===== src/rtl/tlbg_pkg.sv =====
package tlbg_pkg;

  typedef enum logic [2:0] {
    RC_OK      = 3'd0,
    RC_BADVA   = 3'd1,
    RC_MISS    = 3'd2,
    RC_NOVALID = 3'd3,
    RC_NODIRTY = 3'd4,
    RC_NOREAD  = 3'd5,
    RC_NOEXEC  = 3'd6,
    RC_PRIV    = 3'd7
  } rc_e;

  // Bit positions inside one half of an entry pair (decoded by neighbours too)
  localparam int F_V      = 0;
  localparam int F_D      = 1;
  localparam int F_NR     = 2;
  localparam int F_NX     = 3;
  localparam int F_MAT_LO = 4;
  localparam int F_PLV_LO = 6;
  localparam int F_RPLV   = 8;
  localparam int F_PPN_LO = 9;

  localparam int PG_SH = 12;

  typedef struct packed {
    logic       rplv;
    logic [1:0] plv;
    logic       nx;
    logic       nr;
    logic       d;
    logic       v;
  } perm_t;

endpackage


===== src/rtl/tlbg_half_select.sv =====
module tlbg_half_select #(
  parameter int VA_W   = 48,
  parameter int PS_W   = 6,
  parameter int HALF_W = 45
) (
  input  logic [VA_W-1:0]   va,
  input  logic [PS_W-1:0]   ps,
  input  logic [HALF_W-1:0] even_h,
  input  logic [HALF_W-1:0] odd_h,
  output logic [HALF_W-1:0] chosen
);
  localparam logic [PS_W:0] VA_LIM = (PS_W+1)'(VA_W);

  logic pick_odd;

  always_comb begin
    if ({1'b0, ps} < VA_LIM) pick_odd = va[ps];
    else                     pick_odd = 1'b0;
    chosen = pick_odd ? odd_h : even_h;
  end
endmodule


===== src/rtl/tlbg_fault_prio.sv =====
module tlbg_fault_prio
  import tlbg_pkg::*;
(
  input  perm_t      attr,
  input  logic [1:0] acc,
  input  logic [1:0] cur_plv,
  output rc_e        code
);
  logic is_load, is_store, is_fetch, priv_bad;

  always_comb begin
    is_load  = 1'b0;
    is_store = 1'b0;
    is_fetch = 1'b0;
    case (acc)
      2'd1:    is_store = 1'b1;
      2'd2:    is_fetch = 1'b1;
      default: is_load  = 1'b1;
    endcase

    if (attr.rplv) priv_bad = (cur_plv != attr.plv);
    else           priv_bad = (cur_plv >  attr.plv);

    if (!attr.v)                   code = RC_NOVALID;
    else if (is_fetch && attr.nx)  code = RC_NOEXEC;
    else if (is_load && attr.nr)   code = RC_NOREAD;
    else if (priv_bad)             code = RC_PRIV;
    else if (is_store && !attr.d)  code = RC_NODIRTY;
    else                           code = RC_OK;
  end
endmodule


===== src/rtl/tlbg_addr_form.sv =====
module tlbg_addr_form
  import tlbg_pkg::*;
#(
  parameter int VA_W  = 48,
  parameter int PA_W  = 48,
  parameter int PS_W  = 6,
  parameter int PPN_W = 36
) (
  input  logic [PPN_W-1:0] ppn,
  input  logic [VA_W-1:0]  va,
  input  logic [PS_W-1:0]  ps,
  input  logic             dirty,
  input  logic             no_exec,
  input  logic             ok,
  output logic [PA_W-1:0]  pa,
  output logic [2:0]       prot
);
  localparam logic [PS_W:0] PS_LIM = (PS_W+1)'(PA_W);

  logic [PA_W-1:0] base, mask, va_ext;

  always_comb begin
    base   = PA_W'({ppn, {PG_SH{1'b0}}});
    va_ext = PA_W'(va);
    if ({1'b0, ps} >= PS_LIM) mask = '1;
    else                      mask = (PA_W'(1) << ps) - PA_W'(1);

    if (ok) begin
      pa   = base | (va_ext & mask);
      prot = {~no_exec, dirty, 1'b1};
    end else begin
      pa   = '0;
      prot = '0;
    end
  end
endmodule


===== src/rtl/tlb_pair_guard.sv =====
module tlb_pair_guard
  import tlbg_pkg::*;
#(
  parameter int VA_W    = 48,
  parameter int PA_W    = 48,
  parameter int PS_W    = 6,
  parameter int PPN_W   = 36,
  parameter bit REG_OUT = 1'b1,
  localparam int HALF_W = F_PPN_LO + PPN_W
) (
  input  logic              clk,
  input  logic              rst,
  input  logic [VA_W-1:0]   vaddr,
  input  logic [PS_W-1:0]   pg_shift,
  input  logic [HALF_W-1:0] pair_even,
  input  logic [HALF_W-1:0] pair_odd,
  input  logic [1:0]        acc_kind,
  input  logic [1:0]        cur_plv,
  output logic [2:0]        result,
  output logic [PA_W-1:0]   paddr,
  output logic [2:0]        prot
);
  logic [HALF_W-1:0] chosen;
  perm_t             attr;
  logic [PPN_W-1:0]  ppn;
  rc_e               code_d;
  logic [PA_W-1:0]   pa_d;
  logic [2:0]        prot_d;
  logic              unused_mat;

  tlbg_half_select #(.VA_W(VA_W), .PS_W(PS_W), .HALF_W(HALF_W)) u_sel (
    .va(vaddr), .ps(pg_shift), .even_h(pair_even), .odd_h(pair_odd), .chosen(chosen)
  );

  always_comb begin
    attr.v    = chosen[F_V];
    attr.d    = chosen[F_D];
    attr.nr   = chosen[F_NR];
    attr.nx   = chosen[F_NX];
    attr.plv  = chosen[F_PLV_LO +: 2];
    attr.rplv = chosen[F_RPLV];
    ppn       = chosen[F_PPN_LO +: PPN_W];
  end

  assign unused_mat = ^chosen[F_MAT_LO +: 2];

  tlbg_fault_prio u_prio (
    .attr(attr), .acc(acc_kind), .cur_plv(cur_plv), .code(code_d)
  );

  tlbg_addr_form #(.VA_W(VA_W), .PA_W(PA_W), .PS_W(PS_W), .PPN_W(PPN_W)) u_addr (
    .ppn(ppn), .va(vaddr), .ps(pg_shift), .dirty(attr.d), .no_exec(attr.nx),
    .ok(code_d == RC_OK), .pa(pa_d), .prot(prot_d)
  );

  generate
    if (REG_OUT) begin : g_reg
      always_ff @(posedge clk) begin
        if (rst) begin
          result <= RC_NOVALID;
          paddr  <= '0;
          prot   <= '0;
        end else begin
          result <= code_d;
          paddr  <= pa_d;
          prot   <= prot_d;
        end
      end
    end else begin : g_comb
      always_comb begin
        result = code_d;
        paddr  = pa_d;
        prot   = prot_d;
      end
    end
  endgenerate
endmodule


===== config.mk =====
export PLATFORM = sky130hd
export DESIGN_NAME = tlb_pair_guard
export DESIGN_NICKNAME = d
export VERILOG_FILES = /design/src/rtl/tlbg_pkg.sv /design/src/rtl/tlbg_half_select.sv /design/src/rtl/tlbg_fault_prio.sv /design/src/rtl/tlbg_addr_form.sv /design/src/rtl/tlb_pair_guard.sv
export SDC_FILE = /design/constraint.sdc
export NUM_CORES = 1
export LEC_CHECK = 0
export BUFFER_PORTS_ARGS = -buffer_cell sky130_fd_sc_hd__buf_4
export CORE_MARGIN = 2
export CORE_UTILIZATION = 40
export CTS_CLUSTER_DIAMETER = 80
export DETAILED_ROUTE_END_ITERATION = 12
export PLACE_DENSITY = 0.78
export SLEW_MARGIN = 40
export SYNTH_ARGS = -nofsm -noshare
export SYNTH_HDL_FRONTEND = slang
export SYNTH_SLANG_ARGS = --single-unit

===== constraint.sdc =====
create_clock -name clk -period 3.5 [get_ports clk]
set_input_delay 0.35 -clock clk [delete_from_list [all_inputs] [get_ports clk]]
set_output_delay 0.35 -clock clk [all_outputs]
set_load 0.02 [all_outputs]

==> results.py, run 1 <==
metrics = {
    "final_layout": {
        "diodes": 0,
        "num-fill-cells": 911,
        "multi_input_area_mm2": 0.00280,
        "area_delta_synth_final_pct": 47.1,
        "regArea_mm2": 0.00108,
        "fin_nets": 861,
        "fin_util_pct": 59.9,
        "drive_gt1_share_pct": 42.4,
    },
    "timing": {
        "drv_slew": 0,
        "fin_crit_sh_pct": 94.8,
        "grt_setup_unrepaired": "false",
        "period_needed_ns": 3.32,
        "max_freq_ghz": 0.301,
        "holdWs_ns": 0.271,
        "hold_violations": 0,
        "worst_pin_slew_ns": 0.689,
        "fin_ws_ns": 0.183,
        "setup_tns_ns": 0,
        "setup_viol": 0,
        "slew_headroom_pct": 53.1,
    },
    "outcome": {
        "status": "complete, no violations",
    },
    "power_and_ir_drop": {
        "ir_worst_vdd_mv": 0.218,
        "power_mw": 1.94,
        "p_per_area_mw_per_mm2": 318,
        "p_leak_nw": 2.62,
    },
    "worst_setup_path": {
        "arrival_ns": 3.53,
        "crit_type": "primary input to flop",
        "start_kind": "primary input",
        "worst_path_largest_cell_delay_ns": 0.55,
        "cp_max_fo": 17,
        "end_kind": "flop",
        "crit_required_ns": 3.71,
        "cp_cell_sequence": "buf_4 > buf_12 > mux4_2 > a22oi_2 > o311ai_4 > o21ai_4 > nor2_4 > mux2_2 > ha_1 > and2_4 > o21ai_2 > a2111oi_4 > buf_4 > or2_2 > and4_1",
        "crit_path_top_delay_cell": "mux4_2",
        "cpMostUsedCell": "buf_4",
    },
    "detailed_routing": {
        "drc": 0,
        "drt_first_iter_violations": 494,
        "vias_per_cell": 6.25,
        "totalWireLength_um": 17600,
        "drt_pre_antenna_iters": 5,
        "wl_per_cell_um": 20.9,
        "vias": 5268,
        "ant_nets": 0,
    },
    "floorplan": {
        "start_util_pct": 40.7,
        "rows": 37,
        "die_y_um": 106,
        "core-area_mm2": 0.0102,
        "die_x_um": 106,
        "ios": 204,
        "die-area_mm2": 0.0112,
    },
    "global_route": {
        "grt_max_degree": 40,
        "grt_pass1_wl_um": 26900,
        "grtUsageMet2_pct": 49.9,
        "grt_pass1_vias": 4889,
        "grt_use_met3_pct": 4.39,
        "antenna_found_initial": 0,
        "use_met1_pct": 40.5,
        "track_usage_pct": 30.4,
        "overflow": 0,
        "grt.busiest_layer": "met2",
    },
    "logic_synthesis": {
        "synth_edf_count": 0,
        "syn_inst": 514,
        "syn_area_mm2": 0.00415,
        "synth.avg_cell_area_um2": 8.06,
        "synth_seq_cells": 54,
        "synth_top_flop_cell": "dfxtp_1",
        "synth_cell_types": 64,
        "yosysWarnings": 0,
        "syn-num-nets": 669,
        "synthTopCellsByArea": "dfxtp_1 26%, o21ai_0 5.4%, nor4_1 4.2%",
        "ys_seq_area_share_pct": 26.1,
        "yosysTopAreaCell": "dfxtp_1",
        "synth_top_area_share_pct": 26.1,
        "synthArstFlopShare_pct": 0,
    },
    "place": {
        "port_buffers": 199,
        "place_ws_ns": -0.213,
        "gp_congestion": 0.983,
        "dp_hpwl_um": 13900,
    },
    "clocking": {
        "cts_root_buffer": "clkbuf_8",
        "cts-htree-levels": 2,
        "clkSinkCount": 54,
        "post-cts-setup-buffer-count": 0,
        "cts_tree": "built",
        "clockBufferDepth": 2,
        "cts_made_buffers": 5,
        "clk_pin_slew_ns": 0.11,
    },
    "run": {
        "drv_cap": 0,
    },
    "min_path": {
        "hold_path_class": "primary input to flop",
    },
}
[worst paths after layout]
path                        start                   end  slack [ns]  cells past startpoint
worst min-delay path     vaddr[4]   paddr[4]$_SDFF_PP0_        0.27                      3
worst max-delay path  pg_shift[0]  paddr[43]$_SDFF_PP0_        0.18                     15
[cells in the final DEF, fill, tap and decap left out, types with 3 or more instances in the layout]
| cell type | Yosys | routed |
|---|---|---|
| o21a_1 | 3 | 3 |
| or2_2 | 8 | 8 |
| o221ai_1 | 5 | 5 |
| and4_1 | 12 | 12 |
| mux4_2 | 7 | 7 |
| buf_4 | 1 | 239 |
| a21boi_0 | 21 | 21 |
| nand4_1 | 3 | 3 |
| clkbuf_8 | 0 | 5 |
| inv_1 | 12 | 12 |
| nor2b_1 | 7 | 7 |
| ha_1 | 5 | 5 |
| a22oi_1 | 5 | 5 |
| xnor2_1 | 6 | 6 |
| a211oi_1 | 9 | 8 |
| mux2i_1 | 14 | 12 |
| dfxtp_1 | 54 | 54 |
| nor4_1 | 28 | 26 |
| and3_1 | 4 | 4 |
| nand2_1 | 44 | 44 |
| o211ai_1 | 10 | 10 |
| nor2_1 | 17 | 16 |
| o21ai_0 | 45 | 43 |
| nor4_2 | 8 | 10 |
| and2_1 | 5 | 4 |
| a31oi_1 | 4 | 4 |
| a311oi_1 | 3 | 3 |
| buf_12 | 0 | 4 |
| a221oi_1 | 19 | 19 |
| a21oi_1 | 19 | 19 |
| nor3_1 | 6 | 6 |
| o22ai_1 | 4 | 4 |
| nand3_1 | 30 | 30 |
| mux2_2 | 6 | 6 |
[cell type report]
cell class,instances,area share [%]
clock inverter,3,0.800
sequential,54,17.7
tap,136,2.79
timing repair buffer,243,30.7
inverter,14,0.862
clock buffer,5,1.13
multi-input combinational,388,46.0
[report_power, final]
part	leakage (nW)	internal [mW]	switching [mW]	total, mW
clock	0.0563	0.219	0.236	0.455
combinational	2.13	0.371	0.453	0.824
sequential	0.438	0.649	0.0109	0.660
total	2.62	1.24	0.700	1.94
[metal layers]
metal  wire length (um)  share of wire [%]
met5                  0                  0
met4                607                3.5
met3               1750                 10
met2               8340                 47
met1               6880                 39
[cell usage after synthesis (6+ instances only)]
library cell / instances
nand3_1: 30
xnor2_1: 6
inv_1: 12
a21oi_1: 19
nor4_2: 8
o21ai_0: 45
buf_6: 8
nor2_1: 17
buf_2: 12
mux4_2: 7
nand2_1: 44
nor4_1: 28
nor3_1: 6
a21boi_0: 21
and4_1: 12
dfxtp_1: 54
a221oi_1: 19
o211ai_1: 10
mux2i_1: 14
clkbuf_1: 32
nor2b_1: 7
or2_2: 8
a211oi_1: 9
mux2_2: 6
[stage by stage]
stage          area, um2  instances
2_1_floorplan       4200        514
3_3_place_gp        5960        835
3_5_place_dp        5960        835
4_1_cts             6070        843
5_1_grt             6100        843
6_report            6100        843
[state kept, by name, indices dropped and copies added (netlist names)]
| signal | flops |
|---|---|
| paddr | 48 |
| prot | 3 |
| result | 3 |
[repair_timing]
item,CTS,global route
hold buffers,0,0
gates resized for setup,0,3
setup endpoints to repair,0,5
[logic make-up after synthesis]
group           synth area share (%)
flops                           26.1
simple gates                    23.7
mux                             9.81
compound gates                  29.2
fa+ha+maj                       1.51
buf+inv                         8.42
xor+xnor                        1.27
[critical path, delay by kind of cell]
family | cells | cell delay (ns)
adders and majority gates | 1 | 0.27
muxes | 2 | 0.82
buffers and inverters | 3 | 0.46
AOI/OAI and AO/OA | 5 | 0.73
and+or+nand+nor | 4 | 0.87
Note: power is estimated with default switching activity, not from simulation.
==> inputs of run 2 (changes only) <==
ABC_AREA = 1   (was default)
PLACE_DENSITY = 0.77   (was 0.78)
==> results.py, run 2 <==
metrics = {
    "outcome": {
        "status": "complete, no violations",
    },
    "logic_synthesis": {
        "synth_top_flop_cell": "dfxtp_1",
        "synth.avg_cell_area_um2": 5.70,
        "syn-num-nets": 919,
        "synth_cell_types": 35,
        "synth_seq_cells": 54,
        "synthArstFlopShare_pct": 0,
        "yosysWarnings": 0,
        "synthTopCellsByArea": "dfxtp_1 25%, nand2_1 25%, nor2_1 9.0%",
        "synth_edf_count": 0,
        "ys_seq_area_share_pct": 24.8,
        "synth_top_area_share_pct": 24.8,
        "synthTopCellsByCount": "286 x nand2_1, 104 x nor2_1, 64 x inv_1, 58 x nand3_1, 54 x dfxtp_1",
        "yosysMostFrequentCell": "nand2_1",
        "yosysTopAreaCell": "dfxtp_1",
        "syn_area_mm2": 0.00436,
        "syn_inst": 764,
    },
    "floorplan": {
        "die_y_um": 108,
        "ios": 204,
        "die_x_um": 108,
        "core-area_mm2": 0.0107,
        "die-area_mm2": 0.0117,
        "rows": 38,
        "start_util_pct": 40.5,
    },
    "final_layout": {
        "layout_commonest_cell": "nand2_1",
        "fin_cells": 1086,
        "regArea_mm2": 0.00108,
        "diodes": 0,
        "largest_registers": "paddr x48, prot x3, result x3",
        "mostFrequentLayoutCells": "286 x nand2_1, 205 x buf_4, 104 x nor2_1",
        "fin_util_pct": 55.4,
        "largest_register_ff_count": 48,
        "largest-register": "paddr",
        "drive_gt1_share_pct": 27.7,
        "fin_nets": 1102,
        "multi_input_area_mm2": 0.00281,
        "num-fill-cells": 1163,
        "area_delta_synth_final_pct": 36.8,
    },
    "timing": {
        "worst_pin_slew_ns": 0.686,
        "hold_violations": 0,
        "slew_headroom_pct": 54.1,
        "max_freq_ghz": 0.339,
        "period_needed_ns": 2.95,
        "setup_viol": 0,
        "grt_setup_unrepaired": "false",
        "drv_slew": 0,
        "fin_crit_sh_pct": 84.3,
        "setup_tns_ns": 0,
        "holdWs_ns": 0.281,
    },
    "detailed_routing": {
        "wl_met1_um": 6760,
        "drc": 0,
        "vias": 5456,
        "met3WireLength_um": 1440,
        "drt_pre_antenna_iters": 5,
        "routed.top_layer": "met4",
        "ant_nets": 0,
        "vias_per_cell": 5.02,
        "met2RoutedLength_um": 7480,
        "totalWireLength_um": 16100,
        "wl_per_cell_um": 14.9,
        "drt_first_iter_violations": 384,
    },
    "power_and_ir_drop": {
        "p_leak_nw": 3.34,
        "ir_worst_vdd_mv": 0.190,
        "p_per_area_mw_per_mm2": 298,
        "intPower_mw": 1.11,
        "p_comb_share_pct": 42.5,
        "pwr-share-clk_pct": 20.0,
        "p_sw_mw": 0.660,
        "switching_share_pct": 37.2,
        "p_seq_share_pct": 37.4,
        "power_mw": 1.77,
    },
    "global_route": {
        "grt_pass1_wl_um": 25100,
        "antenna_found_initial": 0,
        "overflow": 0,
        "track_usage_pct": 27.4,
        "grt_pass1_vias": 5086,
        "grt_max_degree": 50,
    },
    "place": {
        "gp_congestion": 0.974,
        "dp_hpwl_um": 12900,
        "port_buffers": 199,
        "dp.cells": 1080,
    },
    "min_path": {
        "hold_path_class": "primary input to flop",
        "hold_depth": 3,
    },
    "clocking": {
        "cts_root_buffer": "clkbuf_8",
        "cts-resized-gates": 0,
        "clk_pin_slew_ns": 0.10,
        "clkSinkCount": 54,
        "cts_hold_buf": 0,
        "cts_tree": "built",
        "post-cts-setup-buffer-count": 0,
        "cts_made_buffers": 5,
        "cts-htree-levels": 2,
        "clockBufferDepth": 2,
    },
    "worst_setup_path": {
        "crit_type": "primary input to flop",
        "crit_required_ns": 3.75,
        "arrival_ns": 3.20,
        "start_kind": "primary input",
        "cp_max_fo": 49,
        "end_kind": "flop",
    },
    "run": {
        "drv_cap": 0,
    },
}
-- run 2: cell type report --
cell class / instances / share of cell area (%)
Clock buffer: 6 / 1.39
Timing Repair Buffer: 206 / 26.2
Multi-Input combinational cell: 614 / 47.1
Inverter: 66 / 4.24
Tap cell: 140 / 2.94
Sequential cell: 54 / 18.1
-- run 2: layer usage --
metal	up-vias	track usage, %
met4	0	8.33
met1	2384	34.5
li1	2782	-
met5	-	0
met2	256	47.0
met3	34	5.67
-- run 2: critical path, stage by stage --
cell and delay, ns:
buf_4 0.30, inv_6 0.11, nor2_2 0.31, nand2_1 0.09
nand4_1 0.11, nand3_1 0.08, nand3_1 0.16, nand2_2 0.10
nor2_4 0.14, mux2i_1 0.20, ha_1 0.26, a21oi_1 0.15
nand3_1 0.11, nand2_1 0.15, nand4_4 0.15, buf_12 0.22
nor2_1 0.14
-- run 2: through the flow --
step | worst slack [ns] | area, um2
after floorplan | 0.567 | 4360
after global placement | 0.325 | 5870
after detailed placement | 0.240 | 5870
after CTS | 0.571 | 5960
after global routing | 0.274 | 5960
final | 0.548 | 5960
-- run 2: path summary, 6_finish.rpt --
| kind | startpoint | end | slack [ns] |
|---|---|---|---|
| worst min-delay path | vaddr[1] | paddr[1]$_SDFF_PP0_ | 0.28 |
| worst max-delay path | pg_shift[0] | paddr[45]$_SDFF_PP0_ | 0.55 |
-- run 2: logic make-up (layout without fill, tap and decap cells) --
group                      Yosys count  count (layout)  synth area share, %
and+or+nand+nor                    532             532                 52.9
AOI/OAI and AO/OA                   74              74                 9.42
adders and majority gates            5               5                 1.44
xor gates and xnor gates             2               2                0.402
buffers and inverters               96             278                 10.7
DFF                                 54              54                 24.8
muxes                                1               1                0.230
-- run 2: power by group through the flow --
stage / registers (mW) / clock network (mW) / logic, mW
2_1_floorplan: 0.730 / 0 / 0.404
5_1_grt: 0.668 / 0.396 / 0.840
6_report: 0.664 / 0.355 / 0.755
3_5_place_dp: 0.679 / 0 / 0.753
4_1_cts: 0.665 / 0.371 / 0.756
3_3_place_gp: 0.678 / 0 / 0.746
==> inputs of run 3 (changes only) <==
clock period = 2.4 ns   (was 3.5 ns; I/O delays follow)
==> results.py, run 3 (synthesis gave the netlist of run 2 again) <==
metrics = {
    "timing": {
        "hold_violations": 0,
        "fin_ws_ns": 0.0675,
        "setup_viol": 0,
        "drv_slew": 0,
        "fin_crit_sh_pct": 97.2,
        "period_needed_ns": 2.33,
        "max_freq_ghz": 0.429,
        "slew_headroom_pct": 70.8,
        "grt_setup_unrepaired": "true",
        "worst_pin_slew_ns": 0.434,
    },
    "place": {
        "port_buffers": 199,
        "dp_hpwl_um": 14300,
        "gp_congestion": 0.979,
        "placed_area_mm2": 0.00658,
        "place_ws_ns": -0.383,
    },
    "global_route": {
        "track_usage_pct": 28.9,
        "grt_max_degree": 32,
        "overflow": 0,
        "antenna_found_initial": 0,
        "grt_pass1_wl_um": 26500,
        "grt_pass1_vias": 5368,
    },
    "final_layout": {
        "area_delta_synth_final_pct": 61.0,
        "drive_gt1_share_pct": 37.0,
        "largest_registers": "paddr x48, prot x3, result x3",
        "largest-register": "paddr",
        "diodes": 0,
        "mostFrequentLayoutCells": "291 x buf_4, 283 x nand2_1, 89 x nor2_1",
        "fin_nets": 1200,
        "largest_register_ff_count": 48,
        "fin_util_pct": 65.3,
        "finalInstanceArea_mm2": 0.00701,
        "layout_commonest_cell": "buf_4",
    },
    "clocking": {
        "cts_made_buffers": 5,
        "clk_pin_slew_ns": 0.10,
        "cts_tree": "built",
        "cts-htree-levels": 2,
        "clockBufferDepth": 2,
        "clkSinkCount": 54,
        "cts_root_buffer": "clkbuf_8",
    },
    "worst_setup_path": {
        "start_kind": "primary input",
        "crit_type": "primary input to flop",
        "crit_required_ns": 2.61,
        "cpMostUsedCell": "nand2_1",
        "crit_family": "simple AND/OR/NAND/NOR gates",
        "crit_path_top_delay_cell": "o21ai_0",
        "cp_cell_sequence": "buf_6 > clkinvlp_4 > nand2_1 > nand4_1 > nand3_1 > nand3_2 > nand2_2 > nor2_4 > buf_4 > o21ai_0 > nand2_1 > nand4_4 > buf_12 > clkbuf_16 > nor2_2",
        "end_kind": "flop",
        "cp_num_buf_inv": 5,
        "worst_path_largest_cell_delay_ns": 0.38,
        "cp_max_fo": 16,
        "arrival_ns": 2.55,
    },
    "floorplan": {
        "ios": 204,
        "core-area_mm2": 0.0107,
        "die_y_um": 108,
        "start_util_pct": 40.5,
        "die_x_um": 108,
        "rows": 38,
        "die-area_mm2": 0.0117,
    },
    "power_and_ir_drop": {
        "ir_worst_vdd_mv": 0.290,
        "p_per_area_mw_per_mm2": 422,
        "p_leak_nw": 3.90,
        "power_mw": 2.96,
    },
    "min_path": {
        "hold_depth": 3,
        "hold_path_class": "primary input to flop",
        "whs_endpoint": "paddr[0]$_SDFF_PP0_",
        "worstHoldStart": "vaddr[0]",
    },
    "detailed_routing": {
        "drc": 0,
        "drt_pre_antenna_iters": 5,
        "totalWireLength_um": 18500,
        "drt_first_iter_violations": 534,
        "ant_nets": 0,
        "vias_per_cell": 5.06,
        "wl_per_cell_um": 15.6,
        "vias": 6006,
    },
    "run": {
        "drv_cap": 0,
    },
    "outcome": {
        "status": "complete, no violations",
    },
}
## run 3: cell type report
class | instances | area, um2
fillers | 1047 | 3730
multi-input cells | 614 | 2950
repair buffers | 302 | 2410
flip-flops and latches | 54 | 1080
inverters | 66 | 264
well taps | 140 | 175
clock buffers | 5 | 68.8
clock inverters | 3 | 43.8
repair inverters | 2 | 17.5
## run 3: per-layer routing
layer | share of wire [%] | vias up | GRT usage, % | routed length [um]
met4 | 2.7 | 0 | 7.23 | 499
met2 | 47 | 326 | 48.7 | 8740
met5 | 0 | - | 0 | 0
li1 | - | 2987 | - | -
met1 | 39 | 2651 | 38.5 | 7250
met3 | 11 | 42 | 4.40 | 1980
## run 3: where the power goes
part	internal [mW]	leakage [nW]	switching, mW
clock network	0.314	0.0585	0.334
logic	0.597	3.40	0.747
registers	0.954	0.438	0.0166
## run 3: how the worst max path moves through the flow
stage | slack [ns] | cells after the start | from | endpoint
4_1_cts | 0.008 | 18 | pg_shift[0] | paddr[44]$_SDFF_PP0_
6_report | 0.07 | 15 | pg_shift[1] | paddr[13]$_SDFF_PP0_
3_5_place_dp | -0.38 | 17 | pg_shift[0] | paddr[44]$_SDFF_PP0_
3_3_place_gp | -0.24 | 17 | pg_shift[0] | paddr[9]$_SDFF_PP0_
2_1_floorplan | -0.25 | 21 | pg_shift[0] | paddr[21]$_SDFF_PP0_
5_1_grt | -0.12 | 15 | pg_shift[2] | paddr[26]$_SDFF_PP0_
## run 3: metrics by stage
step | setup TNS (ns) | std cells | hold slack [ns]
detailed placement | -17.65 | 1170 | 0.494
global route | -5.23 | 1186 | 0.183
finish | 0 | 1186 | 0.160
CTS | 0 | 1178 | 0.157
floorplan | -12.69 | 764 | 0.366
global placement | -11.38 | 1170 | 0.493
## run 3: timing repair
action,CTS,global route
setup endpoints to repair,38,53
gates cloned,0,7
hold buffers,0,0
pin swaps,0,9
gates resized for setup,1,43
buffers inserted,0,1
